**config.mk**
```make
export PLATFORM = sky130hd
export DESIGN_NAME = core_boot_loader
export DESIGN_NICKNAME = d
export VERILOG_FILES = /design/src/rtl/loader_pkg.sv /design/src/rtl/hub_slot_counter.sv /design/src/rtl/loader_seq.sv /design/src/rtl/ram_write_stage.sv /design/src/rtl/core_boot_loader.sv
export SDC_FILE = /design/constraint.sdc
export NUM_CORES = 1
export LEC_CHECK = 0
export BUFFER_PORTS_ARGS = -buffer_cell sky130_fd_sc_hd__buf_4
export CAP_MARGIN = 20
export CORE_ASPECT_RATIO = 1.2
export CORE_MARGIN = 2
export CORE_UTILIZATION = 49
export DETAILED_ROUTE_END_ITERATION = 10
export PLACE_DENSITY = 0.76
export SYNTH_ARGS = -nofsm -noshare
export SYNTH_HDL_FRONTEND = slang
export SYNTH_SLANG_ARGS = --single-unit
```
**constraint.sdc**
```tcl
create_clock -name clk -period 4.9 [get_ports clk]
set_clock_uncertainty 0.1 [all_clocks]
set_input_delay 0 -clock clk [delete_from_list [all_inputs] [get_ports clk]]
set_output_delay 0 -clock clk [all_outputs]
set_load 0.1 [all_outputs]
```
**src/rtl/loader_pkg.sv**
```systemverilog
package loader_pkg;
  typedef enum logic [1:0] {
    LD_IDLE,
    LD_LAUNCH,
    LD_XFER,
    LD_TAIL
  } ld_state_e;
endpackage

```
**src/rtl/hub_slot_counter.sv**
```systemverilog
module hub_slot_counter #(
  parameter int SLOTS = 16,
  localparam int PW = $clog2(SLOTS)
) (
  input  logic          clk,
  input  logic          rst,
  output logic [PW-1:0] phase,
  output logic [PW-1:0] phase_next
);
  always_comb begin
    phase_next = (phase == PW'(SLOTS - 1)) ? '0 : phase + 1'b1;
  end

  always_ff @(posedge clk) begin
    if (rst) phase <= '0;
    else     phase <= phase_next;
  end

  // rotation advances by exactly one position per clock
  assert_phase_step_R1: assert property (@(posedge clk) disable iff (rst)
    1'b1 |=> (phase == (($past(phase) == PW'(SLOTS - 1)) ? '0 : $past(phase) + 1'b1)));
endmodule

```
**src/rtl/loader_seq.sv**
```systemverilog
module loader_seq
  import loader_pkg::*;
#(
  parameter int NUM_CORES   = 8,
  parameter int ADDR_W      = 16,
  parameter int LOAD_LONGS  = 512,
  parameter int LAUNCH_CLKS = 8,
  parameter int TAIL_CLKS   = 12,
  parameter int BOOT_CORE   = 0,
  parameter logic [ADDR_W-1:0] BOOT_ADDR = 16'h0010,
  localparam int CW    = $clog2(NUM_CORES),
  localparam int PW    = CW + 1,
  localparam int RAW   = $clog2(LOAD_LONGS),
  localparam int CNT_W = $clog2(LAUNCH_CLKS + TAIL_CLKS + 1)
) (
  input  logic                 clk,
  input  logic                 rst,
  input  logic [PW-1:0]        phase,
  input  logic [PW-1:0]        phase_next,
  input  logic                 launch_req,
  input  logic [CW-1:0]        launch_src,
  input  logic [CW-1:0]        launch_dst,
  input  logic [ADDR_W-1:0]    launch_addr,
  output logic                 busy,
  output logic                 done,
  output logic                 rd_en,
  output logic [ADDR_W-1:0]    rd_addr,
  output logic [RAW-1:0]       rd_idx,
  output logic [CW-1:0]        tgt,
  output logic [NUM_CORES-1:0] run_en
);
  ld_state_e         state;
  logic [CNT_W-1:0]  cnt;
  logic [RAW-1:0]    rd_cnt;
  logic [ADDR_W-1:0] next_addr;
  logic              issue;
  logic              last;

  function automatic logic [PW-1:0] slot_of(input logic [CW-1:0] c);
    return {c, 1'b0};
  endfunction

  always_comb begin
    issue = ((state == LD_XFER) || (state == LD_LAUNCH && cnt == '0))
            && (phase_next == slot_of(tgt));
    last  = (rd_cnt == RAW'(LOAD_LONGS - 1));
  end

  always_ff @(posedge clk) begin
    if (rst) begin
      state     <= LD_XFER;
      tgt       <= CW'(BOOT_CORE);
      next_addr <= BOOT_ADDR;
      rd_cnt    <= '0;
      cnt       <= '0;
      busy      <= 1'b1;
      done      <= 1'b0;
      rd_en     <= 1'b0;
      rd_addr   <= '0;
      rd_idx    <= '0;
      run_en    <= '0;
    end else begin
      done  <= 1'b0;
      rd_en <= 1'b0;
      case (state)
        LD_IDLE: begin
          if (launch_req && phase == slot_of(launch_src)) begin
            state          <= LD_LAUNCH;
            cnt            <= CNT_W'(LAUNCH_CLKS - 2);
            tgt            <= launch_dst;
            next_addr      <= launch_addr;
            rd_cnt         <= '0;
            busy           <= 1'b1;
            run_en[launch_dst] <= 1'b0;
          end
        end
        LD_LAUNCH: begin
          if (cnt != '0) cnt <= cnt - 1'b1;
          else           state <= LD_XFER;
        end
        LD_TAIL: begin
          if (cnt == '0) begin
            state       <= LD_IDLE;
            busy        <= 1'b0;
            done        <= 1'b1;
            run_en[tgt] <= 1'b1;
          end else begin
            cnt <= cnt - 1'b1;
          end
        end
        default: ;
      endcase
      if (issue) begin
        rd_en     <= 1'b1;
        rd_addr   <= next_addr;
        rd_idx    <= rd_cnt;
        next_addr <= next_addr + ADDR_W'(4);
        rd_cnt    <= rd_cnt + 1'b1;
        if (last) begin
          state <= LD_TAIL;
          cnt   <= CNT_W'(TAIL_CLKS - 1);
        end
      end
    end
  end

  // hub reads stay inside the target's own window
  assert_read_in_slot_R4: assert property (@(posedge clk) disable iff (rst)
    rd_en |-> (phase == slot_of(tgt)));

  // a load only begins in response to a request
  assert_busy_needs_req_R3: assert property (@(posedge clk) disable iff (rst)
    $rose(busy) |-> $past(launch_req));

  // busy ends together with the done pulse and the enable of the target
  assert_release_R7: assert property (@(posedge clk) disable iff (rst)
    $fell(busy) |-> (done && run_en[tgt]));

  // the done pulse lasts one cycle
  assert_done_pulse_R7: assert property (@(posedge clk) disable iff (rst)
    done |=> !done);
endmodule

```
**src/rtl/ram_write_stage.sv**
```systemverilog
module ram_write_stage #(
  parameter int NUM_CORES  = 8,
  parameter int DATA_W     = 32,
  parameter int LOAD_LONGS = 512,
  localparam int CW  = $clog2(NUM_CORES),
  localparam int RAW = $clog2(LOAD_LONGS)
) (
  input  logic              clk,
  input  logic              rst,
  input  logic              rd_en,
  input  logic [RAW-1:0]    rd_idx,
  input  logic [CW-1:0]     tgt,
  input  logic [DATA_W-1:0] hub_rd_data,
  output logic              ram_we,
  output logic [RAW-1:0]    ram_addr,
  output logic [CW-1:0]     ram_core,
  output logic [DATA_W-1:0] ram_wdata
);
  logic           ret_v;
  logic [RAW-1:0] ret_idx;

  always_ff @(posedge clk) begin
    if (rst) begin
      ret_v   <= 1'b0;
      ret_idx <= '0;
      ram_we  <= 1'b0;
    end else begin
      ret_v   <= rd_en;
      ret_idx <= rd_idx;
      ram_we  <= ret_v;
    end
  end

  always_ff @(posedge clk) begin
    ram_addr  <= ret_idx;
    ram_wdata <= hub_rd_data;
    ram_core  <= tgt;
  end

  // every local write comes two clocks after a hub read
  assert_write_follows_read_R6: assert property (@(posedge clk) disable iff (rst)
    ram_we |-> $past(rd_en, 2));
endmodule

```
**src/rtl/core_boot_loader.sv**
```systemverilog
module core_boot_loader #(
  parameter int NUM_CORES   = 8,
  parameter int ADDR_W      = 16,
  parameter int DATA_W      = 32,
  parameter int LOAD_LONGS  = 512,
  parameter int LAUNCH_CLKS = 8,
  parameter int XFER_TAIL   = 8,
  parameter int INIT_CLKS   = 4,
  parameter logic [ADDR_W-1:0] BOOT_ADDR = 16'h0010,
  localparam int CW    = $clog2(NUM_CORES),
  localparam int SLOTS = 2 * NUM_CORES,
  localparam int PW    = $clog2(SLOTS),
  localparam int RAW   = $clog2(LOAD_LONGS)
) (
  input  logic                 clk,
  input  logic                 rst,
  input  logic                 launch_req,
  input  logic [CW-1:0]        launch_src,
  input  logic [CW-1:0]        launch_dst,
  input  logic [ADDR_W-1:0]    launch_addr,
  output logic                 launch_busy,
  output logic                 launch_done,
  output logic [PW-1:0]        slot_phase,
  output logic                 hub_rd_en,
  output logic [ADDR_W-1:0]    hub_rd_addr,
  input  logic [DATA_W-1:0]    hub_rd_data,
  output logic                 ram_we,
  output logic [CW-1:0]        ram_core,
  output logic [RAW-1:0]       ram_addr,
  output logic [DATA_W-1:0]    ram_wdata,
  output logic [NUM_CORES-1:0] run_en
);
  logic [PW-1:0]  phase_next;
  logic [RAW-1:0] rd_idx;
  logic [CW-1:0]  tgt;

  hub_slot_counter #(.SLOTS(SLOTS)) u_slots (
    .clk        (clk),
    .rst        (rst),
    .phase      (slot_phase),
    .phase_next (phase_next)
  );

  loader_seq #(
    .NUM_CORES   (NUM_CORES),
    .ADDR_W      (ADDR_W),
    .LOAD_LONGS  (LOAD_LONGS),
    .LAUNCH_CLKS (LAUNCH_CLKS),
    .TAIL_CLKS   (XFER_TAIL + INIT_CLKS),
    .BOOT_CORE   (0),
    .BOOT_ADDR   (BOOT_ADDR)
  ) u_seq (
    .clk         (clk),
    .rst         (rst),
    .phase       (slot_phase),
    .phase_next  (phase_next),
    .launch_req  (launch_req),
    .launch_src  (launch_src),
    .launch_dst  (launch_dst),
    .launch_addr (launch_addr),
    .busy        (launch_busy),
    .done        (launch_done),
    .rd_en       (hub_rd_en),
    .rd_addr     (hub_rd_addr),
    .rd_idx      (rd_idx),
    .tgt         (tgt),
    .run_en      (run_en)
  );

  ram_write_stage #(
    .NUM_CORES  (NUM_CORES),
    .DATA_W     (DATA_W),
    .LOAD_LONGS (LOAD_LONGS)
  ) u_wr (
    .clk         (clk),
    .rst         (rst),
    .rd_en       (hub_rd_en),
    .rd_idx      (rd_idx),
    .tgt         (tgt),
    .hub_rd_data (hub_rd_data),
    .ram_we      (ram_we),
    .ram_addr    (ram_addr),
    .ram_core    (ram_core),
    .ram_wdata   (ram_wdata)
  );
endmodule

```
==> reports/qor.yml <==
layout_common_cells: "buf_4, dfxtp_1, nand2_1, a21oi_1, dlygate4sd3_1"
synth_cells: 498
drive_above_1_share_pct: 25.8
hp-start: "rst"
cts_num_sinks: 130
hold_violations: 0
grt_pass1_wl_microns: 20300
synth_cell_types: 59
ios: 133
die_area_sq_mm: 0.0104
synth_fp_nets: 564
wl_per_cell_microns: 15.1
power_switching_mw: 0.721
place_hpwl_microns: 7730
drv_slew: 0
n_fill_cell: 712
routed_wirelength_microns: 12200
met2_usage_pct: 41.3
final.setup.tns_ps: 0
rsz0062_at_grt: "no"
path_cells: "inv_1, ha_1, nor4b_4, a21oi_2, or3b_1, nor2_4, nand2_1, a31oi_1"
combPwrFrac_pct: 13.3
yosys_warnings: 0
cts_buffers: 17
num_vias: 4311
synth_ff_type: "dfxtp_1"
holdPathEnd: "u_seq.next_addr[0]"
critical_path_class: "register to register"
reg2regPathDepth: 8
globalRouteMet3Util_pct: 7.04
relSlewSlack_pct: 40.3
num-nets-final: 744
cp_slowest_cell: "nor2_4"
outcome: "complete, no violations"
htree_levels: 4
firstDrtPassIters: 5
hold_depth: 2
synth_edf_count: 0
ys_seq_area_share_pct: 55.2
max_freq_ghz: 0.317
multiInputGateArea_sq_mm: 0.00194
start_kind: "register"
die_w_microns: 93.6
diodes: 0
root_buffer: "clkbuf_16"
p_sw_share_pct: 26.6
drt-initial-drc-count: 247
endpoint_kind: "register"
overflow: 0
ys_seq_elements: 130
fp.dieH_microns: 111
grtUsageMet1_pct: 29.4
gr-max-usage-layer: "met2"
setup_viol: 0
ir_drop_uv: 278
initial_core_util_pct: 49.8
critPathMaxStageDelay_ps: 730
p_int_mw: 1.99
grt_pass1_vias: 4272
cts_tree: "done"
synth_area_sq_mm: 0.00472
clockBufferDepth: 2
rrSetupSlack_ps: 1750
avgViaCountPerCell: 5.30
syn_area_per_cell_sq_um: 9.47
rr_startpoint: "u_seq.cnt[0]"
crit_required_ps: 5130
layout_commonest_cell: "buf_4"
antenna_found_initial: 0
grt_max_degree: 73
ff_latch_area_sq_mm: 0.00260
routabilityCongestion: 0.842
fin_crit_ps: 3150
dp.cells: 729
post-route-period-util_pct: 64.3
max_cap_violations: 0
timing.rr.end: "u_seq.cnt[0]"
hold_path_class: "input pin to register"
critPathMaxFanout: 38
synthArstFlopShare_pct: 0
cellPowerDensity_mw_per_mm2: 396
grt_usage_pct: 24.4
finalNonFillerCells: 813
p_seq_share_pct: 40.7
tightest_slew_ps: 891
cts_resized: 0
portBuffers: 132
clk_latency_ps: 410
area_growth_pct: 45.4
drcViolationCount: 0
detail-route-antenna-nets: 0
clkPwrFrac_pct: 46.0
core_area_sq_mm: 0.00947
clkTransAtPathRegs_ps: 60
worstPathArrival_ps: 3380
power.leakage_nw: 2.84
rows: 39
==> synth_stat cells, types with 4 or more instances <==
library cell,count,share of area [%]
o21ai_0,14,1.5
a21oi_1,54,5.7
nand2_1,85,6.8
inv_1,10,0.80
nor4_1,4,0.53
nor2b_1,15,2.0
a31oi_1,7,0.93
nor2_1,28,2.2
a311oi_1,4,0.74
nor3_1,11,1.2
a22oi_1,4,0.64
nand3_1,15,1.6
clkbuf_1,17,1.4
ha_1,9,2.4
buf_6,5,1.2
dfxtp_1,130,55
and3_1,9,1.2
a32oi_1,4,0.74
xor2_1,5,0.93
a21oi_2,4,0.74
==> area by class of cell <==
class | instances | share of cell area, %
Inverter | 10 | 0.547
Timing Repair Buffer | 187 | 22.4
Multi-Input combinational cell | 332 | 28.2
Clock inverter | 13 | 2.37
Sequential cell | 130 | 37.9
Tap cell | 123 | 2.24
Clock buffer | 18 | 6.26
==> registers in the layout (all words and copies together), names as in the netlist, 4 cells and up <==
name / count
u_slots.phase: 4
u_seq.cnt: 5
u_wr.ram_wdata: 32
u_seq.next_addr: 16
u_seq.run_en: 8
u_wr.ram_addr: 9
u_seq.rd_idx: 9
u_seq.rd_addr: 16
u_seq.rd_cnt: 9
u_wr.ret_idx: 9
==> kinds of logic (layout without fill, tap and decap cells) <==
kind of cell,count (synthesis),count (layout),share of synthesized area (%)
buffers and inverters,36,228,3.79
and+or+nand+nor,194,194,20.3
AOI/OAI and AO/OA,117,117,15.7
xor gates and xnor gates,9,9,1.99
DFF,130,130,55.2
adders and majority gates,9,9,2.39
muxes,3,3,0.663
==> metal layers <==
layer | share of wire, % | up-vias
met5 | 0 | -
met4 | 2.1 | 0
met3 | 7.6 | 25
met2 | 49 | 202
met1 | 41 | 1990
li1 | - | 2094
==> power groups by stage <==
stage	combinational, mW	clock, mW	sequential (mW)
after floorplan	0.101	0	1.27
after global placement	0.322	0	1.12
after detailed placement	0.327	0	1.13
after CTS	0.360	1.27	1.10
after global routing	0.382	1.33	1.11
final	0.362	1.25	1.10
==> timing repair <==
| item | in CTS | in global routing |
|---|---|---|
| endpoints found under the setup margin | 0 | 0 |
| hold endpoints to repair | 59 | 0 |
| hold buffers | 53 | 0 |
| setup buffers | 0 | 0 |
==> stage by stage <==
step / total power, mW / setup slack (ps) / utilization, % / hold WS [ps] / instance area [sq um]
after floorplan: 1.37 / 1960 / - / -72.3 / 4720
after global placement: 1.45 / 1920 / 60.6 / 4.63 / 5740
after detailed placement: 1.45 / 1760 / 60.6 / 5.64 / 5740
after CTS: 2.73 / 1740 / 72.5 / 27.9 / 6860
after global routing: 2.81 / 1410 / 72.5 / 56.0 / 6860
final: 2.71 / 1750 / 72.5 / 39.6 / 6860
==> critical path: cells and delay by family (launching register included) <==
kind / cells / cell delay (ps)
flip-flops: 1 / 330
buffers and inverters: 1 / 80
adder cells (fa/ha/maj): 1 / 230
AND/OR/NAND/NOR: 4 / 1970
AO/OA/AOI/OAI: 2 / 350
==> worst max path at each step <==
stage               slack [ps]             start                   to  depth (start not counted)
CTS                       1740      u_seq.cnt[0]  u_seq.next_addr[12]                          8
detailed placement        1760      u_seq.cnt[0]  u_seq.next_addr[12]                          8
global placement          1920      u_seq.cnt[0]         u_seq.cnt[3]                          8
finish                    1750      u_seq.cnt[0]         u_seq.cnt[0]                          8
global route              1410      u_seq.cnt[0]         u_seq.cnt[0]                          8
floorplan                 1960  u_slots.phase[0]  u_seq.next_addr[12]                          9
(Power assumes the default switching activity.)
